==> src/rtl/path_label_pkg.sv <==
package path_label_pkg;

   typedef enum int unsigned {
      DEF_UNEQ = 0,
      DEF_PLM  = 1
   } defect_e;

   localparam int unsigned DEF_NUM = 2;

endpackage

==> src/rtl/label_persist.sv <==
module label_persist #(
   parameter int unsigned LBL_W = 8,
   parameter int unsigned CNT_W = 4
) (
   input  logic             clk,
   input  logic             rst,
   input  logic             mon_i,
   input  logic [LBL_W-1:0] lbl_i,
   input  logic [CNT_W-1:0] thr_i,
   output logic [LBL_W-1:0] acc_o
);

   localparam logic [CNT_W-1:0] CNT_MAX = {CNT_W{1'b1}};
   localparam logic [CNT_W-1:0] CNT_ONE = CNT_W'(1);

   logic [LBL_W-1:0] cand_q;
   logic [CNT_W-1:0] run_q;
   logic [CNT_W-1:0] run_nxt;
   logic [LBL_W-1:0] acc_q;

   always_comb begin
      if (lbl_i != cand_q)
         run_nxt = CNT_ONE;
      else if (run_q == CNT_MAX)
         run_nxt = CNT_MAX;
      else
         run_nxt = run_q + CNT_ONE;
   end

   always_ff @(posedge clk) begin
      if (rst) begin
         cand_q <= '0;
         run_q  <= '0;
         acc_q  <= '0;
      end else if (mon_i) begin
         cand_q <= lbl_i;
         run_q  <= run_nxt;
         if (run_nxt >= thr_i)
            acc_q <= lbl_i;
      end
   end

   assign acc_o = acc_q;

endmodule

==> src/rtl/run_defect.sv <==
module run_defect #(
   parameter int unsigned CNT_W = 4
) (
   input  logic             clk,
   input  logic             rst,
   input  logic             mon_i,
   input  logic             cond_i,
   input  logic [CNT_W-1:0] thr_i,
   output logic             flag_o
);

   localparam logic [CNT_W-1:0] CNT_ONE = CNT_W'(1);

   logic             flag_q;
   logic [CNT_W-1:0] run_q;
   logic [CNT_W-1:0] run_inc;

   assign run_inc = run_q + CNT_ONE;

   always_ff @(posedge clk) begin
      if (rst) begin
         flag_q <= 1'b0;
         run_q  <= '0;
      end else if (mon_i) begin
         if (cond_i == flag_q) begin
            run_q <= '0;
         end else if (run_inc >= thr_i) begin
            flag_q <= cond_i;
            run_q  <= '0;
         end else begin
            run_q <= run_inc;
         end
      end
   end

   assign flag_o = flag_q;

endmodule

==> src/rtl/path_label_mon.sv <==
module path_label_mon #(
   parameter int unsigned LBL_W    = 8,
   parameter int unsigned CNT_W    = 4,
   parameter bit          PASS_REG = 1'b0
) (
   input  logic             clk,
   input  logic             rst,
   input  logic             frm_stb_i,
   input  logic [LBL_W-1:0] lbl_i,
   input  logic [CNT_W-1:0] persist_i,
   input  logic [LBL_W-1:0] expect_i,
   input  logic             ptr_lost_i,
   input  logic             path_ais_i,
   output logic [LBL_W-1:0] accepted_o,
   output logic             uneq_o,
   output logic             plm_o,
   output logic             pass_o
);

   import path_label_pkg::*;

   if (LBL_W < 2 || LBL_W > 32) begin : g_bad_lbl_w
      $error("path_label_mon: LBL_W out of range");
   end
   if (CNT_W < 1 || CNT_W > 8) begin : g_bad_cnt_w
      $error("path_label_mon: CNT_W out of range");
   end

   logic             mon;
   logic [CNT_W-1:0] thr;
   logic [DEF_NUM-1:0] cond;
   logic [DEF_NUM-1:0] flag;
   logic             match;

   assign mon = frm_stb_i & ~ptr_lost_i & ~path_ais_i;
   assign thr = (persist_i == '0) ? CNT_W'(1) : persist_i;

   assign cond[DEF_UNEQ] = (lbl_i == '0);
   assign cond[DEF_PLM]  = (lbl_i != expect_i);

   label_persist #(
      .LBL_W (LBL_W),
      .CNT_W (CNT_W)
   ) u_persist (
      .clk   (clk),
      .rst   (rst),
      .mon_i (mon),
      .lbl_i (lbl_i),
      .thr_i (thr),
      .acc_o (accepted_o)
   );

   for (genvar d = 0; d < DEF_NUM; d++) begin : g_defect
      run_defect #(
         .CNT_W (CNT_W)
      ) u_run (
         .clk    (clk),
         .rst    (rst),
         .mon_i  (mon),
         .cond_i (cond[d]),
         .thr_i  (thr),
         .flag_o (flag[d])
      );
   end

   assign uneq_o = flag[DEF_UNEQ];
   assign plm_o  = flag[DEF_PLM];

   assign match = (accepted_o == expect_i);

   if (PASS_REG) begin : g_pass_reg
      logic pass_q;
      always_ff @(posedge clk) begin
         if (rst) pass_q <= 1'b0;
         else     pass_q <= match;
      end
      assign pass_o = pass_q;
   end else begin : g_pass_comb
      assign pass_o = match;
   end

endmodule

==> config.mk <==
export PLATFORM = sky130hd
export DESIGN_NAME = path_label_mon
export DESIGN_NICKNAME = d
export VERILOG_FILES = /design/src/rtl/path_label_pkg.sv /design/src/rtl/label_persist.sv /design/src/rtl/run_defect.sv /design/src/rtl/path_label_mon.sv
export SDC_FILE = /design/constraint.sdc
export NUM_CORES = 1
export LEC_CHECK = 0
export BUFFER_PORTS_ARGS = -buffer_cell sky130_fd_sc_hd__clkbuf_2
export CORE_MARGIN = 4
export CORE_UTILIZATION = 45
export DETAILED_ROUTE_END_ITERATION = 6
export PLACE_DENSITY_LB_ADDON = 0.05
export RECOVER_POWER = 25
export SLEW_MARGIN = 20
export SYNTH_ARGS = -nofsm -noshare
export SYNTH_HDL_FRONTEND = slang
export SYNTH_SLANG_ARGS = --single-unit
==> constraint.sdc <==
create_clock -name clk -period 2.7 [get_ports clk]
set_clock_uncertainty 0.15 [all_clocks]
set_input_delay 0.405 -clock clk [delete_from_list [all_inputs] [get_ports clk]]
set_output_delay 0.405 -clock clk [all_outputs]
set_load 0.01 [all_outputs]
==> summary.txt, run 1 <==
Outcome
  • Run status: complete, no violations

Yosys
  • Number of standard cells after synthesis: ~230
  • Post-synthesis mux area share: 4.74%
  • Post-synthesis adder-cell area fraction: 9.87%
  • Simple-Gate Fraction of Synth Area: 25.3%
  • Mapped Nets: ~270
  • Compound-Gate Fraction of Synth Area: 12.1%
  • Sequential share of the synthesized area: approximately a third
  • Top FF cell, synth: dfxtp_1
  • Main combinational cell family by area after synthesis: simple AND/OR/NAND/NOR gates
  • Post-Syn Area: between 1500 and 2000 um^2
  • Synth cell types: 35
  • Syn_area_per_cell: around 8.4 um^2
  • Yosys reg bits: 30
  • Synth warn: 0
  • Synth Area in XOR/XNOR: 13.8%
  • Async SR Flop Fraction: 0%
  • Post-synth EDFFs: 0

Floorplan
  • Num rows: 23
  • I/O Pins: 36
  • Starting density of the core: 47.2%
  • Die Height: ~73 um
  • Core Region: 4030 um^2
  • Full die area: 5330 um^2
  • Die span in x: 73.0 um

Global route
  • Initial antenna violation count: 0
  • Aggregate global routing overflow: 0
  • Global router's overall resource usage: 18.0%
  • Pin count of the biggest net entering global routing: 40
  • First-pass GRT wire length: 7.40 mm
  • Vias in the first global route: 1539

Setup path
  • Critical-path top delay cell: dfxtp_1
  • R2r setup slk: between 0.2 and 0.3 ns
  • Sequence of cells on the critical path: xnor2_1 -> nand4_1 -> nor2_2 -> nand2_1 -> nor2_1 -> ha_1 -> nand2b_1 -> a21o_1 -> a21o_1 -> a21oi_2 -> nor2_4 -> mux2i_1
  • Slowest cell delay on critical path: 0.33 ns
  • Worst endpoint required time: 2.71 ns
  • Worst-case reg-to-reg path depth: 12
  • Crit. Startpoint: u_persist.cand_q[5]
  • Worst setup EP type: flop
  • Startpoint types: flop
  • R2r endpoint: u_persist.acc_o[4]
  • Worst R2R Start: u_persist.cand_q[5]
  • Critical path class: flop to flop
  • Worst-path fanout max: 8
  • Arrival time at the worst endpoint: 2.45 ns
  • Most frequent CP cell: a21o_1

Layout
  • Area taken by multi-input logic gates: roughly 1300 um^2
  • Most frequent cells in the layout: nand2_1 (33), dfxtp_1 (30), clkbuf_2 (25)
  • FF/Latch Area: 601 um^2
  • Commonest non-fill, non-tap cell in the layout: nand2_1
  • Final #Nets: 311
  • Number of diodes: 0
  • Synth-to-Final Area Change: 21.4%
  • Number of fill cells: 414
  • Share of cells above drive strength 1: 19.5%

Power
  • Int Pwr: 0.788 mW
  • P per Cell Area: 453 nW/um^2
  • Clk network pwr share: 43.5%
  • Part of the power in registers: 43.6%
  • Switching fraction of total power: 24.6%
  • Net Switching: roughly 0.26 mW
  • P_leak: 0.902 nW
  • Comb pwr share: 12.9%
  • VDD IR max: just under 0.3 mV

Routing
  • DR vias: 1618
  • Wire length per cell: about 14 um
  • Vias per cell: 5.02
  • DRC: 0
  • Initial DRT Pass Iterations: 4
  • Initial DRC Count: 138
  • ANT nets after route: 0
  • WL final: 4.42 mm

Timing
  • Hold WS: 0.321 ns
  • Setup violators final: 0
  • Pins over their slew limit: 0
  • Slew margin rel.: 51.6%
  • Worst-Margin Slew: slightly above 0.7 ns
  • Final Hold Viols: 0
  • Highest Clock Rate: 0.409 GHz
  • Crit share post-route: 90.5%
  • RSZ-0062 raised after global routing: no
  • Post-route setup TNS: 0 ns
  • Min Tclk post-route: ~2.4 ns

Clocking
  • CTS tree: done
  • Clock Latency Late Sink: 0.29 ns
  • Bufs on Longest Clock Path: 2
  • H-tree levels: 2
  • Root Buffer: clkbuf_8
  • Clock Sinks: 30
  • CTS Buf Count: 5
  • Post-CTS Setup Repair Bufs: 0
  • Clk slew on worst S/H paths: about 0.070 ns

Hold path
  • Worst hold path type: flop to flop
  • WHS Endpoint: g_defect[1].u_run.run_q[3]
  • WHS Path Cells: 2
  • Worst hold start: g_defect[1].u_run.run_q[3]

Placement
  • Hpwl dp: 3.31 mm
  • Placer Congestion: 0.743
  • Input/output buffers: 35

Run
  • Number of maximum-capacitance violations: 0
[repair_timing]
action	4_1_cts	5_1_grt
endpoints found under the setup margin	0	8
gates resized for setup	0	3
hold buffers	0	0
[how the worst max path moves through the flow]
stage	to	slack, ns	depth (start not counted)
3_3_place_gp	u_persist.acc_o[6]	0.04	13
6_report	u_persist.acc_o[4]	0.26	12
5_1_grt	u_persist.acc_o[6]	0.03	12
3_5_place_dp	u_persist.acc_o[4]	0.03	13
2_1_floorplan	u_persist.acc_o[0]	0.37	12
4_1_cts	u_persist.acc_o[4]	0.19	12
[cell families after synthesis]
kind of cell,count (synthesis)
and+or+nand+nor,94
AOI/OAI and AO/OA,34
xor gates and xnor gates,30
DFF,30
adders and majority gates,15
buffers and inverters,13
muxes,9
[worst max-delay path: cells and delay by family (launching register included)]
kind                     cells  cell delay, ns
AO/OA/AOI/OAI                3            0.52
XOR/XNOR                     1            0.22
adder cells (fa/ha/maj)      1            0.23
flip-flops                   1            0.33
multiplexers                 1            0.13
AND/OR/NAND/NOR              6            0.75
[power by group through the flow]
stage	Clock [mW]	Combinational [mW]	Sequential, mW
2_1_floorplan	0	0.0745	0.464
3_3_place_gp	0	0.134	0.465
3_5_place_dp	0	0.135	0.465
4_1_cts	0.464	0.135	0.455
5_1_grt	0.486	0.152	0.456
6_report	0.455	0.135	0.455
[cells in the mapped netlist, drive strengths merged, types with 2 or more instances]
library cell,n,area [um^2]
a22oi,2,15.0
mux2i,9,90.1
xor2,12,105
a211oi,3,22.5
nand2,33,124
nor2,16,62.6
o41ai,2,32.5
a2111oi,2,17.5
ha,15,188
a21oi,16,80.1
nor4,4,37.5
nand3b,2,15.0
nand2b,18,113
nor3,6,35.0
xnor2,18,158
dfxtp,30,601
or2b,2,15.0
clkbuf,8,30.0
nand3,3,15.0
nand4,5,31.3
inv,5,18.8
a21o,2,15.0
o21ai,2,10.0
o31ai,2,15.0
[routing by layer]
metal | vias to the layer above | GRT usage (%) | share of wire, %
li1 | 866 | - | -
met1 | 721 | 24.9 | 51
met2 | 27 | 28.0 | 44
met3 | 4 | 4.13 | 4.1
met4 | 0 | 4.92 | 0.81
met5 | - | 0 | 0
[area by class of cell]
class                   count  share of cell area, %
flip-flops and latches     30                   26.0
clock inverters             2                   1.63
repair buffers             47                   11.0
inverters                   5                  0.813
multi-input cells         182                   54.7
clock buffers               6                   3.15
well taps                  50                   2.71
[state kept, by name, indices dropped and copies added (netlist names)]
signal / cells
g_defect.u_run.run_q: 8
u_persist.run_q: 4
g_defect.u_run.flag_o: 2
u_persist.acc_o: 8
u_persist.cand_q: 8
[per-stage QoR]
stage                     std cells  utilization (%)  total power [mW]  instance area [um^2]  worst slack [ns]
after floorplan                 225                -             0.539                  1900             0.367
after global placement          314             54.6             0.600                  2200            0.0373
after global routing            322             57.3              1.09                  2310            0.0283
after detailed placement        314             54.6             0.600                  2200            0.0335
final                           322             57.3              1.04                  2310             0.255
after CTS                       322             57.3              1.05                  2310             0.187
No activity file was read; power rests on OpenSTA's default activity.
==> run 2: changes to the inputs <==
--- a/config.mk
+++ b/config.mk
@@ -14,4 +14,5 @@
 export SLEW_MARGIN = 20
 export SYNTH_ARGS = -nofsm -noshare
 export SYNTH_HDL_FRONTEND = slang
+export SYNTH_HIERARCHICAL = 1
 export SYNTH_SLANG_ARGS = --single-unit
==> run 2 against run 1 <==
Net effect:
- sequential cell count unchanged
- area after synthesis rose by 7.0%
- register-to-register slack gained 0.10 ns
==> summary.txt, run 2 <==
Timing
  • Pins over their slew limit: 0
  • Worst-Margin Slew: 0.582 ns
  • RSZ-0062 raised after global routing: no
  • Post-route setup TNS: 0 ns
  • Final Hold Viols: 0
  • Min Tclk post-route: 2.34 ns
  • Slew margin rel.: 61.2%
  • Hold WS: 0.285 ns
  • Setup ws final: 0.355 ns
  • Crit share post-route: 86.8%
  • Highest Clock Rate: about 0.43 GHz
  • Setup violators final: 0

Routing
  • Initial DRC Count: 44
  • WL final: 4.29 mm
  • Routed length on met2: ~2.1 mm
  • WL met3: 200 um
  • Top Metal Used: met4
  • DRC: 0
  • WL met1: 1.94 mm
  • Initial DRT Pass Iterations: 4
  • DR vias: approximately 1600
  • ANT nets after route: 0
  • Vias per cell: between 5 and 6
  • Wire length per cell: 13.5 um

Hold path
  • Worst hold path type: primary input to flop
  • Worst hold start: lbl_i[0]

Clocking
  • Bufs on Longest Clock Path: 2
  • CTS tree: done
  • Clk slew on worst S/H paths: about 0.060 ns
  • Clock Sinks: 30
  • Post-CTS Setup Repair Bufs: 0
  • Clock Latency Late Sink: 0.28 ns
  • Root Buffer: clkbuf_8
  • PostCTS Resize Cnt: 0
  • CTS Buf Count: 5
  • H-tree levels: 2
  • Hold buffers post-CTS: 0

Yosys
  • Mapped Nets: 264
  • Post-Syn Area: a little over 2000 um^2
  • Most common cell in the netlist: dfxtp_1
  • Post-synth EDFFs: 0
  • Number of standard cells after synthesis: 224
  • Yosys reg bits: 30
  • Largest cells by area after synthesis: dfxtp_1 (30%), ha_1 (9.2%), xor2_1 (8.6%), mux2i_1 (7.9%), nand2b_1 (6.5%)
  • Sequential share of the synthesized area: 29.5%
  • Synth cell types: between 40 and 50
  • Synth warn: 6
  • Synth top cells by count: dfxtp_1 (30), nand2b_1 (21), nor2_1 (20), xor2_1 (20), mux2i_1 (16)
  • Syn_area_per_cell: 9.08 um^2
  • Top cell type by total area after synthesis: dfxtp_1
  • Top FF cell, synth: dfxtp_1
  • Async SR Flop Fraction: 0%
  • Share of the synthesized area in the top cell type: 29.5%

Global route
  • Pin count of the biggest net entering global routing: 33
  • Initial antenna violation count: 0
  • Vias in the first global route: 1574
  • Global router's overall resource usage: roughly 16%
  • Aggregate global routing overflow: 0
  • First-pass GRT wire length: 6.96 mm

Setup path
  • Crit. Startpoint: u_persist/run_q[0]
  • R2r setup slk: between 0.3 and 0.4 ns
  • Startpoint types: flop
  • Worst R2R Start: u_persist/run_q[0]
  • Arrival time at the worst endpoint: ~2.4 ns
  • Worst setup EP type: flop
  • Critical path class: flop to flop
  • Worst endpoint required time: 2.76 ns
  • Worst-path fanout max: 8

Layout
  • Share of cells above drive strength 1: 24.5%
  • Number of diodes: 0
  • Commonest non-fill, non-tap cell in the layout: clkbuf_2
  • Core Util, Final: 54.7%
  • Fin cells: roughly 320
  • Most frequent cells in the layout: clkbuf_2 (33), dfxtp_1 (30), nand2b_1 (21)
  • Final #Nets: 305
  • Synth-to-Final Area Change: 17.2%
  • Fin area: between 2000 and 2500 um^2

Power
  • P per Cell Area: 392 nW/um^2
  • P_leak: 1.03 nW
  • Power, Total: 0.933 mW
  • VDD IR max: 0.297 mV

Floorplan
  • Full die area: about 5700 um^2
  • Starting density of the core: 46.7%
  • I/O Pins: 36
  • Die Height: 75.2 um
  • Num rows: 24
  • Die span in x: 75.2 um
  • Core Region: ~4400 um^2

Outcome
  • Run status: complete, no violations

Run
  • Number of maximum-capacitance violations: 0

Placement
  • DP Cell Count: between 300 and 400
  • Input/output buffers: 35
  • Placer Congestion: between 0.7 and 0.8
  • Pre-CTS setup slack: 0.148 ns
  • Area post-placement: 2310 um^2
  • Hpwl dp: ~3.3 mm
run 2: cell count changes after synthesis, sizes merged, moves of 4 or more:
cell and delta:
nor2 +4, nand2 -26, nor3 -4, xnor2 -8
a21oi -8, and3 +4, mux2i +7, o32ai +5
inv +9, xor2 +8
run 2: cell families after synthesis:
group | synth area share, %
xor+xnor | 12.9
mux | 7.87
fa+ha+maj | 9.23
buf+inv | 4.18
flops | 29.5
simple gates | 24.2
compound gates | 12.1
run 2: worst max-delay path: stages (launching register included):
cell,delay [ns]
dfxtp_1,0.40
ha_1,0.30
nand2_1,0.09
o211ai_2,0.17
nor2_1,0.08
ha_1,0.28
o21ai_1,0.06
a21o_1,0.18
a21oi_4,0.34
mux2i_1,0.23
run 2: routing by layer:
| layer | up-vias | GRT usage, % |
|---|---|---|
| met5 | - | 0 |
| met4 | 0 | 4.66 |
| met3 | 4 | 3.87 |
| met2 | 34 | 29.0 |
| met1 | 734 | 19.4 |
| li1 | 851 | - |
run 2: final cells by class:
cell class                 count  area, um^2
sequential                    30         601
clock buffer                   5        68.8
timing repair buffer          42         238
tap                           52        65.1
clock inverter                 2        10.0
fill                         447        1970
inverter                      14        52.6
multi-input combinational    172        1350
run 2: power by group:
group          total, mW  switching, mW  internal, mW
logic              0.139         0.0746        0.0641
registers          0.456        0.00608         0.450
clock network      0.339          0.166         0.173
run 2: path summary, 6_finish.rpt:
kind | to | depth (start not counted)
setup / recovery | u_persist/acc_o[5] | 9
hold / removal | u_persist/acc_o[0] | 3
setup reg to reg | u_persist/acc_o[5] | 9
hold reg to reg | g_defect[1].u_run/run_q[3] | 2
